## src/rtl/pcs_mgmt_pkg.sv

```systemverilog
// Shared offsets, reset values and field types of the PCS register file.
// Assumes the USXGMII window begins at word 0x400 and spans 64 words.
package pcs_mgmt_pkg;

    localparam int unsigned LEG_OFF_W = 5;
    localparam int unsigned USX_OFF_W = 6;
    localparam int unsigned USX_BASE  = 32'h400;

    // legacy (16-bit) window offsets
    localparam logic [4:0] L_CTRL   = 5'h00;
    localparam logic [4:0] L_STAT   = 5'h01;
    localparam logic [4:0] L_ID_LO  = 5'h02;
    localparam logic [4:0] L_ID_HI  = 5'h03;
    localparam logic [4:0] L_ADV    = 5'h04;
    localparam logic [4:0] L_PART   = 5'h05;
    localparam logic [4:0] L_EXP    = 5'h06;
    localparam logic [4:0] L_SCR    = 5'h10;
    localparam logic [4:0] L_REV    = 5'h11;
    localparam logic [4:0] L_TMR_LO = 5'h12;
    localparam logic [4:0] L_TMR_HI = 5'h13;
    localparam logic [4:0] L_IFM    = 5'h14;
    localparam logic [4:0] L_DL     = 5'h17;

    // USXGMII (32-bit) window offsets, relative to USX_BASE
    localparam logic [5:0] U_CTRL = 6'h00;
    localparam logic [5:0] U_STAT = 6'h01;
    localparam logic [5:0] U_PART = 6'h05;
    localparam logic [5:0] U_TMR  = 6'h12;
    localparam logic [5:0] U_DL   = 6'h20;

    localparam logic [1:0]  ADV_PS_RST = 2'b11;
    localparam logic [20:0] LTMR_RST   = 21'h098A00;
    localparam logic [5:0]  UTMR_RST   = 6'h1F;
    localparam logic [15:0] UPART_MASK = 16'hDF80;

    // interface mode field, bit 0 is the SGMII enable
    typedef struct packed {
        logic [1:0] speed;
        logic       use_an;
        logic       ena;
    } ifmode_t;

endpackage

```

## src/rtl/pcs_sc_bit.sv

```systemverilog
// Command bit: set by a software write, cleared by a hardware acknowledge.
// Assumes set has priority, so a fresh request is never lost to a late ack.
module pcs_sc_bit (
    input  logic clk,
    input  logic rst_n,
    input  logic set_i,
    input  logic ack_i,
    output logic q_o
);

    // hold the pending command until acknowledged
    always_ff @(posedge clk) begin
        if (!rst_n)     q_o <= 1'b0;
        else if (set_i) q_o <= 1'b1;
        else if (ack_i) q_o <= 1'b0;
    end

    // a pending command survives until its acknowledge
    a_r4_hold_pending: assert property (@(posedge clk) disable iff (!rst_n)
        (q_o && !ack_i) |=> q_o);
    a_r4_set_wins: assert property (@(posedge clk) disable iff (!rst_n)
        set_i |=> q_o);
    a_r4_ack_clears: assert property (@(posedge clk) disable iff (!rst_n)
        (ack_i && !set_i) |=> !q_o);

endmodule

```

## src/rtl/pcs_leg_win.sv

```systemverilog
// 16-bit 1000BASE-X/SGMII register window. Decodes a 5-bit offset, holds
// the configuration fields, command bits and the clear-on-read page flag.
// Assumes wr_en / rd_en already qualified with the window select.
module pcs_leg_win #(
    parameter logic [31:0] PHY_ID = 32'h0000_0000,
    parameter logic [15:0] REV_ID = 16'h0000
) (
    input  logic        clk,
    input  logic        rst_n,
    input  logic        wr_en,
    input  logic        rd_en,
    input  logic [4:0]  off,
    input  logic [15:0] wdata,
    input  logic        hw_rst_done,
    input  logic        hw_an_restart_ack,
    input  logic        hw_an_done,
    input  logic        hw_link_up,
    input  logic        hw_page_rx,
    input  logic        hw_partner_an_able,
    input  logic [15:0] hw_partner_ability,
    input  logic [1:0]  hw_meas_valid,
    output logic [15:0] rdata,
    output logic        cfg_soft_rst,
    output logic        cfg_an_en,
    output logic        cfg_an_restart,
    output logic [15:0] cfg_adv_ability,
    output logic [20:0] cfg_link_timer,
    output logic        cfg_sgmii_en,
    output logic        cfg_sgmii_use_an,
    output logic [1:0]  cfg_sgmii_speed,
    output logic [1:0]  cfg_dl_rst
);
    import pcs_mgmt_pkg::*;

    logic [1:0]  adv_rf, adv_ps;
    logic        adv_fd;
    logic [15:0] scratch;
    logic [20:0] ltmr;
    ifmode_t     ifm;
    logic        page_flag;
    logic        w_ctrl, rd_exp;

    assign w_ctrl = wr_en && (off == L_CTRL);
    assign rd_exp = rd_en && (off == L_EXP);

    pcs_sc_bit u_soft_rst (
        .clk(clk), .rst_n(rst_n), .set_i(w_ctrl && wdata[15]),
        .ack_i(hw_rst_done), .q_o(cfg_soft_rst));

    pcs_sc_bit u_an_restart (
        .clk(clk), .rst_n(rst_n), .set_i(w_ctrl && wdata[9]),
        .ack_i(hw_an_restart_ack), .q_o(cfg_an_restart));

    // plain read/write configuration fields
    always_ff @(posedge clk) begin
        if (!rst_n) begin
            cfg_an_en  <= 1'b0;
            adv_rf     <= 2'b00;
            adv_ps     <= ADV_PS_RST;
            adv_fd     <= 1'b1;
            scratch    <= '0;
            ltmr       <= LTMR_RST;
            ifm        <= '0;
            cfg_dl_rst <= 2'b00;
        end else if (wr_en) begin
            case (off)
                L_CTRL:   cfg_an_en <= wdata[12];
                L_ADV: begin
                    adv_rf <= wdata[13:12];
                    adv_ps <= wdata[8:7];
                    adv_fd <= wdata[5];
                end
                L_SCR:    scratch      <= wdata;
                L_TMR_LO: ltmr[15:0]   <= wdata;
                L_TMR_HI: ltmr[20:16]  <= wdata[4:0];
                L_IFM:    ifm          <= wdata[3:0];
                L_DL:     cfg_dl_rst   <= wdata[3:2];
                default:  ;
            endcase
        end
    end

    // sticky page flag: a set event outranks the clearing read
    always_ff @(posedge clk) begin
        if (!rst_n)          page_flag <= 1'b0;
        else if (hw_page_rx) page_flag <= 1'b1;
        else if (rd_exp)     page_flag <= 1'b0;
    end

    assign cfg_adv_ability  = {2'b00, adv_rf, 3'b000, adv_ps, 1'b0, adv_fd, 5'b00000};
    assign cfg_link_timer   = ltmr;
    assign cfg_sgmii_en     = ifm.ena;
    assign cfg_sgmii_use_an = ifm.use_an;
    assign cfg_sgmii_speed  = ifm.speed;

    // read multiplexer, unmapped offsets return zero
    always_comb begin
        rdata = '0;
        case (off)
            L_CTRL:   rdata = {cfg_soft_rst, 2'b00, cfg_an_en, 2'b00, cfg_an_restart, 9'd0};
            L_STAT:   rdata = {10'd0, hw_an_done, 1'b0, 1'b1, hw_link_up, 2'b00};
            L_ID_LO:  rdata = PHY_ID[15:0];
            L_ID_HI:  rdata = PHY_ID[31:16];
            L_ADV:    rdata = cfg_adv_ability;
            L_PART:   rdata = hw_partner_ability;
            L_EXP:    rdata = {14'd0, page_flag, hw_partner_an_able};
            L_SCR:    rdata = scratch;
            L_REV:    rdata = REV_ID;
            L_TMR_LO: rdata = ltmr[15:0];
            L_TMR_HI: rdata = {11'd0, ltmr[20:16]};
            L_IFM:    rdata = {12'd0, ifm};
            L_DL:     rdata = {12'd0, cfg_dl_rst, hw_meas_valid};
            default:  rdata = '0;
        endcase
    end

    a_r6_set_event: assert property (@(posedge clk) disable iff (!rst_n)
        hw_page_rx |=> page_flag);
    a_r6_sticky: assert property (@(posedge clk) disable iff (!rst_n)
        (page_flag && !hw_page_rx && !rd_exp) |=> page_flag);
    a_r6_read_clears: assert property (@(posedge clk) disable iff (!rst_n)
        (rd_exp && !hw_page_rx) |=> !page_flag);
    a_r9_dl_no_self_clear: assert property (@(posedge clk) disable iff (!rst_n)
        !(wr_en && off == L_DL) |=> $stable(cfg_dl_rst));

endmodule

```

## src/rtl/pcs_usx_win.sv

```systemverilog
// 32-bit USXGMII register window. Decodes a 6-bit offset relative to the
// window base; holds mode, speed, restart command, link timer and
// latency reset fields. Assumes wr_en is qualified with the window select.
module pcs_usx_win (
    input  logic        clk,
    input  logic        rst_n,
    input  logic        wr_en,
    input  logic [5:0]  off,
    input  logic [31:0] wdata,
    input  logic        usx_an_restart_ack,
    input  logic        usx_an_done,
    input  logic        usx_link_up,
    input  logic [15:0] usx_partner_ability,
    input  logic [1:0]  hw_meas_valid,
    output logic [31:0] rdata,
    output logic        usx_cfg_en,
    output logic        usx_cfg_an_en,
    output logic [2:0]  usx_cfg_speed,
    output logic        usx_cfg_an_restart,
    output logic [5:0]  usx_cfg_link_timer,
    output logic [1:0]  usx_cfg_dl_rst
);
    import pcs_mgmt_pkg::*;

    logic w_ctrl;
    logic unused_wbits;

    assign w_ctrl       = wr_en && (off == U_CTRL);
    assign unused_wbits = ^{wdata[31:20], wdata[13:10], wdata[8:5]};

    pcs_sc_bit u_an_restart (
        .clk(clk), .rst_n(rst_n), .set_i(w_ctrl && wdata[9]),
        .ack_i(usx_an_restart_ack), .q_o(usx_cfg_an_restart));

    // plain read/write configuration fields
    always_ff @(posedge clk) begin
        if (!rst_n) begin
            usx_cfg_en         <= 1'b0;
            usx_cfg_an_en      <= 1'b1;
            usx_cfg_speed      <= 3'd0;
            usx_cfg_link_timer <= UTMR_RST;
            usx_cfg_dl_rst     <= 2'b00;
        end else if (wr_en) begin
            case (off)
                U_CTRL: begin
                    usx_cfg_en    <= wdata[0];
                    usx_cfg_an_en <= wdata[1];
                    usx_cfg_speed <= wdata[4:2];
                end
                U_TMR:   usx_cfg_link_timer <= wdata[19:14];
                U_DL:    usx_cfg_dl_rst     <= wdata[3:2];
                default: ;
            endcase
        end
    end

    // read multiplexer, unmapped offsets return zero
    always_comb begin
        rdata = '0;
        case (off)
            U_CTRL:  rdata = {22'd0, usx_cfg_an_restart, 4'd0, usx_cfg_speed,
                              usx_cfg_an_en, usx_cfg_en};
            U_STAT:  rdata = {26'd0, usx_an_done, 2'b00, usx_link_up, 2'b00};
            U_PART:  rdata = {16'd0, usx_partner_ability & UPART_MASK};
            U_TMR:   rdata = {12'd0, usx_cfg_link_timer, 14'd0};
            U_DL:    rdata = {28'd0, usx_cfg_dl_rst, hw_meas_valid};
            default: rdata = '0;
        endcase
    end

    a_r9_usx_dl_no_self_clear: assert property (@(posedge clk) disable iff (!rst_n)
        !(wr_en && off == U_DL) |=> $stable(usx_cfg_dl_rst));
    a_r11_ctrl_stable: assert property (@(posedge clk) disable iff (!rst_n)
        !w_ctrl |=> ($stable(usx_cfg_en) && $stable(usx_cfg_an_en) && $stable(usx_cfg_speed)));

endmodule

```

## src/rtl/pcs_mgmt_regs.sv

```systemverilog
// Top of the PCS management register file. Splits the word address into
// the legacy window (0x00-0x1F) and the USXGMII window (0x400-0x43F) and
// registers read data with a fixed one-cycle latency.
// Assumes ADDR_W >= 11 so that the USXGMII window is addressable.
module pcs_mgmt_regs #(
    parameter int unsigned ADDR_W = 11,
    parameter logic [31:0] PHY_ID = 32'h0000_0000,
    parameter logic [15:0] REV_ID = 16'h0001
) (
    input  logic              clk,
    input  logic              rst_n,
    input  logic              req_rd,
    input  logic              req_wr,
    input  logic [ADDR_W-1:0] req_addr,
    input  logic [31:0]       req_wdata,
    output logic              rsp_valid,
    output logic [31:0]       rsp_rdata,
    input  logic              hw_rst_done,
    input  logic              hw_an_restart_ack,
    input  logic              hw_an_done,
    input  logic              hw_link_up,
    input  logic              hw_page_rx,
    input  logic              hw_partner_an_able,
    input  logic [15:0]       hw_partner_ability,
    input  logic [1:0]        hw_meas_valid,
    input  logic              usx_an_restart_ack,
    input  logic              usx_an_done,
    input  logic              usx_link_up,
    input  logic [15:0]       usx_partner_ability,
    output logic              cfg_soft_rst,
    output logic              cfg_an_en,
    output logic              cfg_an_restart,
    output logic [15:0]       cfg_adv_ability,
    output logic [20:0]       cfg_link_timer,
    output logic              cfg_sgmii_en,
    output logic              cfg_sgmii_use_an,
    output logic [1:0]        cfg_sgmii_speed,
    output logic [1:0]        cfg_dl_rst,
    output logic              usx_cfg_en,
    output logic              usx_cfg_an_en,
    output logic [2:0]        usx_cfg_speed,
    output logic              usx_cfg_an_restart,
    output logic [5:0]        usx_cfg_link_timer,
    output logic [1:0]        usx_cfg_dl_rst
);
    import pcs_mgmt_pkg::*;

    localparam int unsigned LEG_PAGE_W = ADDR_W - LEG_OFF_W;
    localparam int unsigned USX_PAGE_W = ADDR_W - USX_OFF_W;
    localparam logic [USX_PAGE_W-1:0] USX_PAGE = USX_PAGE_W'(USX_BASE >> USX_OFF_W);
    localparam logic [ADDR_W-1:0] A_STATUS = ADDR_W'(1);
    localparam logic [ADDR_W-1:0] A_UTMR   = ADDR_W'(USX_BASE + 32'(U_TMR));

    logic        leg_sel, usx_sel;
    logic [15:0] leg_rdata;
    logic [31:0] usx_rdata;

    assign leg_sel = (req_addr[ADDR_W-1:LEG_OFF_W] == {LEG_PAGE_W{1'b0}});
    assign usx_sel = (req_addr[ADDR_W-1:USX_OFF_W] == USX_PAGE);

    pcs_leg_win #(.PHY_ID(PHY_ID), .REV_ID(REV_ID)) u_leg (
        .clk(clk), .rst_n(rst_n),
        .wr_en(req_wr && leg_sel), .rd_en(req_rd && leg_sel),
        .off(req_addr[LEG_OFF_W-1:0]), .wdata(req_wdata[15:0]),
        .hw_rst_done(hw_rst_done), .hw_an_restart_ack(hw_an_restart_ack),
        .hw_an_done(hw_an_done), .hw_link_up(hw_link_up),
        .hw_page_rx(hw_page_rx), .hw_partner_an_able(hw_partner_an_able),
        .hw_partner_ability(hw_partner_ability), .hw_meas_valid(hw_meas_valid),
        .rdata(leg_rdata),
        .cfg_soft_rst(cfg_soft_rst), .cfg_an_en(cfg_an_en),
        .cfg_an_restart(cfg_an_restart), .cfg_adv_ability(cfg_adv_ability),
        .cfg_link_timer(cfg_link_timer), .cfg_sgmii_en(cfg_sgmii_en),
        .cfg_sgmii_use_an(cfg_sgmii_use_an), .cfg_sgmii_speed(cfg_sgmii_speed),
        .cfg_dl_rst(cfg_dl_rst));

    pcs_usx_win u_usx (
        .clk(clk), .rst_n(rst_n),
        .wr_en(req_wr && usx_sel),
        .off(req_addr[USX_OFF_W-1:0]), .wdata(req_wdata),
        .usx_an_restart_ack(usx_an_restart_ack), .usx_an_done(usx_an_done),
        .usx_link_up(usx_link_up), .usx_partner_ability(usx_partner_ability),
        .hw_meas_valid(hw_meas_valid),
        .rdata(usx_rdata),
        .usx_cfg_en(usx_cfg_en), .usx_cfg_an_en(usx_cfg_an_en),
        .usx_cfg_speed(usx_cfg_speed), .usx_cfg_an_restart(usx_cfg_an_restart),
        .usx_cfg_link_timer(usx_cfg_link_timer), .usx_cfg_dl_rst(usx_cfg_dl_rst));

    // one-cycle read pipeline; data holds between reads
    always_ff @(posedge clk) begin
        if (!rst_n) begin
            rsp_valid <= 1'b0;
            rsp_rdata <= '0;
        end else begin
            rsp_valid <= req_rd;
            if (req_rd) begin
                if (leg_sel)      rsp_rdata <= {16'd0, leg_rdata};
                else if (usx_sel) rsp_rdata <= usx_rdata;
                else              rsp_rdata <= '0;
            end
        end
    end

    a_r1_read_valid: assert property (@(posedge clk) disable iff (!rst_n)
        req_rd |=> rsp_valid);
    a_r1_idle_quiet: assert property (@(posedge clk) disable iff (!rst_n)
        !req_rd |=> !rsp_valid);
    a_r8_legacy_upper_zero: assert property (@(posedge clk) disable iff (!rst_n)
        (req_rd && leg_sel) |=> (rsp_rdata[31:16] == 16'd0));
    a_r5_ability_always: assert property (@(posedge clk) disable iff (!rst_n)
        (req_rd && req_addr == A_STATUS) |=> rsp_rdata[3]);
    a_r10_timer_low_zero: assert property (@(posedge clk) disable iff (!rst_n)
        (req_rd && req_addr == A_UTMR) |=> (rsp_rdata[13:0] == 14'd0));

endmodule

```

## config.mk

```make
export PLATFORM = sky130hd
export DESIGN_NAME = pcs_mgmt_regs
export DESIGN_NICKNAME = d
export VERILOG_FILES = /design/src/rtl/pcs_mgmt_pkg.sv /design/src/rtl/pcs_sc_bit.sv /design/src/rtl/pcs_leg_win.sv /design/src/rtl/pcs_usx_win.sv /design/src/rtl/pcs_mgmt_regs.sv
export SDC_FILE = /design/constraint.sdc
export NUM_CORES = 1
export LEC_CHECK = 0
export ABC_AREA = 1
export CAP_MARGIN = 15
export CELL_PAD_IN_SITES_DETAIL_PLACEMENT = 1
export CELL_PAD_IN_SITES_GLOBAL_PLACEMENT = 1
export CORE_MARGIN = 2
export CORE_UTILIZATION = 32
export CTS_CLUSTER_DIAMETER = 200
export DETAILED_ROUTE_END_ITERATION = 12
export PLACE_DENSITY = 0.87
export SLEW_MARGIN = 0
export SYNTH_ARGS = -nofsm -noshare
export SYNTH_HDL_FRONTEND = slang
export SYNTH_HIERARCHICAL = 1
export SYNTH_SLANG_ARGS = --single-unit
```

## constraint.sdc

```tcl
create_clock -name clk -period 2.2 [get_ports clk]
set_input_delay 0.44 -clock clk [delete_from_list [all_inputs] [get_ports clk]]
set_output_delay 0.44 -clock clk [all_outputs]
set_load 0.02 [all_outputs]
```

==> key figures <==
Yosys
  – FF+latch count, synth: roughly 100
  – Mapped Area: between 5000 and 6000 um^2
  – Mapped Cells: 874
  – Post-synthesis sequential area ratio: a little over a third
  – Yosys warning count: 6
  – Yosys cell types: 31
  – Synthesized area per cell: 6.42 um^2

STA
  – Fin Hold WS: around 0.46 ns
  – Final period utilization: about nine tenths
  – Final count of pins violating max slew: 0
  – Period minus WS final: ~1.9 ns
  – Final hold vios: 0
  – Final setup viols: 0
  – Clock Skew: 0.00987 ns
  – RSZ-0062 raised after global routing: no
  – Max Clk Rate: 516 MHz

Critical path
  – Worst r2r src: u_leg/page_flag
  – Critical path peak fanout: 4
  – Crit path kind: in -> reg
  – Startpoint Class: primary input
  – Worst Path Required: approximately 2.5 ns
  – Crit path DAT: 2.23 ns
  – Critical Path Start: req_addr[3]
  – Setup crit end kind: register

Final layout
  – Most frequent cells in the layout: nand2_1 (274), clkdlybuf4s50_1 (149), nor2_1 (136), dfxtp_1 (99), inv_1 (98)
  – Final #Nets: 1142
  – Post-route design area: 7850 um^2
  – Final Core Density: 45.5%
  – Area Overhead vs Synth: 39.9%
  – Number of fill cells: 2256
  – # diodes: 0
  – Most common cell after layout, fill and taps aside: nand2_1
  – Layout cells sized above 1: between 10% and 20%

Detailed routing
  – Vias: ~6000
  – Final WL: just under 20000 um
  – Drt drc: 0
  – DRT iter0 DRCs: 282
  – Remaining antenna violation count: 0
  – DRT Pass-1 Iters: 4
  – Drt wl/cell: ~16 um
  – Via density: 4.72

CTS
  – Setup Fix Bufs, Post-CTS: 0
  – H-tree Lvls: 3
  – # clock sinks: 99
  – Num CTS Buffers: 9
  – Max Buffers Root-to-Sink: 2
  – Clock transition at path regs: 0.08 ns
  – Post-cts hold buffer count: 0
  – Clk Latency, worst-skew pair: between 0.3 and 0.4 ns
  – CTS Root Cell: clkbuf_16
  – CTS tree: done

Worst hold path
  – Hold path start: u_leg/page_flag
  – HP Class: reg -> reg

Global route
  – Vias in the first global route: roughly 6000
  – Wire length of the first global-routing pass: between 30000 and 40000 um
  – Total grt overflow: 0
  – Initial antenna violation count: 0
  – GRT Resource Usage Total: between 20% and 30%
  – Largest net degree at the start of global routing: between 40 and 50

Run status
  – Outcome: complete, no violations

Floorplan
  – Die X-Extent: 136 um
  – Starting Density: roughly 33%
  – Ports: between 150 and 200
  – DIE HEIGHT: 136 um
  – Core Footprint: between 15000 and 20000 um^2
  – Die area: between 15000 and 20000 um^2
  – Number of core rows: 48

Run
  – Max-cap violation count: 0

Placement
  – Port bufs: ~150
  – Placed wire-length estimate: ~15000 um
  – Area after DPL: about 7600 um^2
  – Gpl congestion: ~0.86

Power
  – Power Dens Cells: a little under 500 nW/um^2
  – Maximum VDD drop: roughly 0.00039 V
  – P_leak: between 3 and 4 nW
  – Total power: around 3.9 mW
power by group:
group	switching (mW)	internal (mW)	total, mW
clock network	0.801	0.824	1.63
registers	0.00195	1.79	1.80
logic	0.272	0.195	0.466
synthesized netlist by cell type (all sizes together):
cell type | instances | area (um^2)
o21ai | 5 | 25.0
a21oi | 36 | 225
inv | 101 | 379
nand3b | 2 | 15.0
clkinv | 1 | 3.75
nand2 | 278 | 1060
nand4 | 53 | 332
nand3 | 68 | 420
and3 | 1 | 6.26
clkbuf | 16 | 60.1
conb | 2 | 7.51
buf | 52 | 367
nor2 | 153 | 681
nor3b | 1 | 7.51
nor3 | 6 | 35.0
dfxtp | 99 | 1980
per-layer routing:
layer | part of all wire (%) | routed length (um) | track usage (%) | vias up
met1 | 44 | 8830 | 28.4 | 2849
met5 | 0 | 0 | 0 | -
li1 | - | - | - | 3023
met3 | 6.3 | 1250 | 4.44 | 20
met4 | 1.3 | 253 | 5.32 | 0
met2 | 48 | 9530 | 36.3 | 162
critical path, stage by stage:
cell and delay (ns):
clkdlybuf4s50_1 0.51, inv_1 0.12, nand2_1 0.06, nor2_1 0.15, nand2_1 0.16, inv_1 0.11, buf_4 0.12, nand2_1 0.05
nand3_1 0.14, nand4_1 0.12, nand2_1 0.08, nand2_1 0.05, a21oi_1 0.11
timing repair:
action | CTS | global route
hold endpoints to repair | 0 | 0
endpoints found under the setup margin | 0 | 1
resized for setup | 0 | 1
cells by family after synthesis:
family / count (synthesis) / share of synthesized area [%]
flip-flops: 99 / 35.3
AND/OR/NAND/NOR: 562 / 45.6
AO/OA/AOI/OAI: 41 / 4.46
other: 2 / 0.134
buffers and inverters: 170 / 14.4
stage by stage:
stage / setup WS [ns] / std cells / TNS, ns
after floorplan: 0.182 / 897 / 0
after global placement: -0.0721 / 1266 / -0.467
after detailed placement: -0.0997 / 1266 / -1.19
after CTS: 0.276 / 1282 / 0
after global routing: 0.0214 / 1282 / 0
final: 0.263 / 1282 / 0
sequential cells by signal, summed over array words and instances (netlist names), 2 cells and up:
register and count:
u_leg/cfg_dl_rst 2, u_leg/scratch 16, rsp_rdata 32, u_leg/cfg_link_timer 21, u_leg/cfg_sgmii_speed 2, u_leg/adv_ps 2
u_usx/usx_cfg_speed 3, u_usx/usx_cfg_link_timer 6, u_leg/adv_rf 2, u_usx/usx_cfg_dl_rst 2
layout make-up:
cell class | instances | area, um^2 | share of cell area [%]
multi-input combinational | 628 | 2900 | 37.0
timing repair buffer | 212 | 2000 | 25.5
sequential | 99 | 1980 | 25.3
inverter | 102 | 383 | 4.88
tap | 225 | 282 | 3.59
clock buffer | 10 | 239 | 3.04
clock inverter | 6 | 55.1 | 0.701
final timing paths:
path / endpoint / slack [ns] / cells after the start
worst max-delay path: rsp_rdata[6] / 0.26 / 13
worst min-delay path: u_leg/page_flag / 0.46 / 2
worst max register to register: rsp_rdata[1] / 1.02 / 8
worst min register to register: u_leg/page_flag / 0.46 / 2
(Power assumes the default switching activity.)
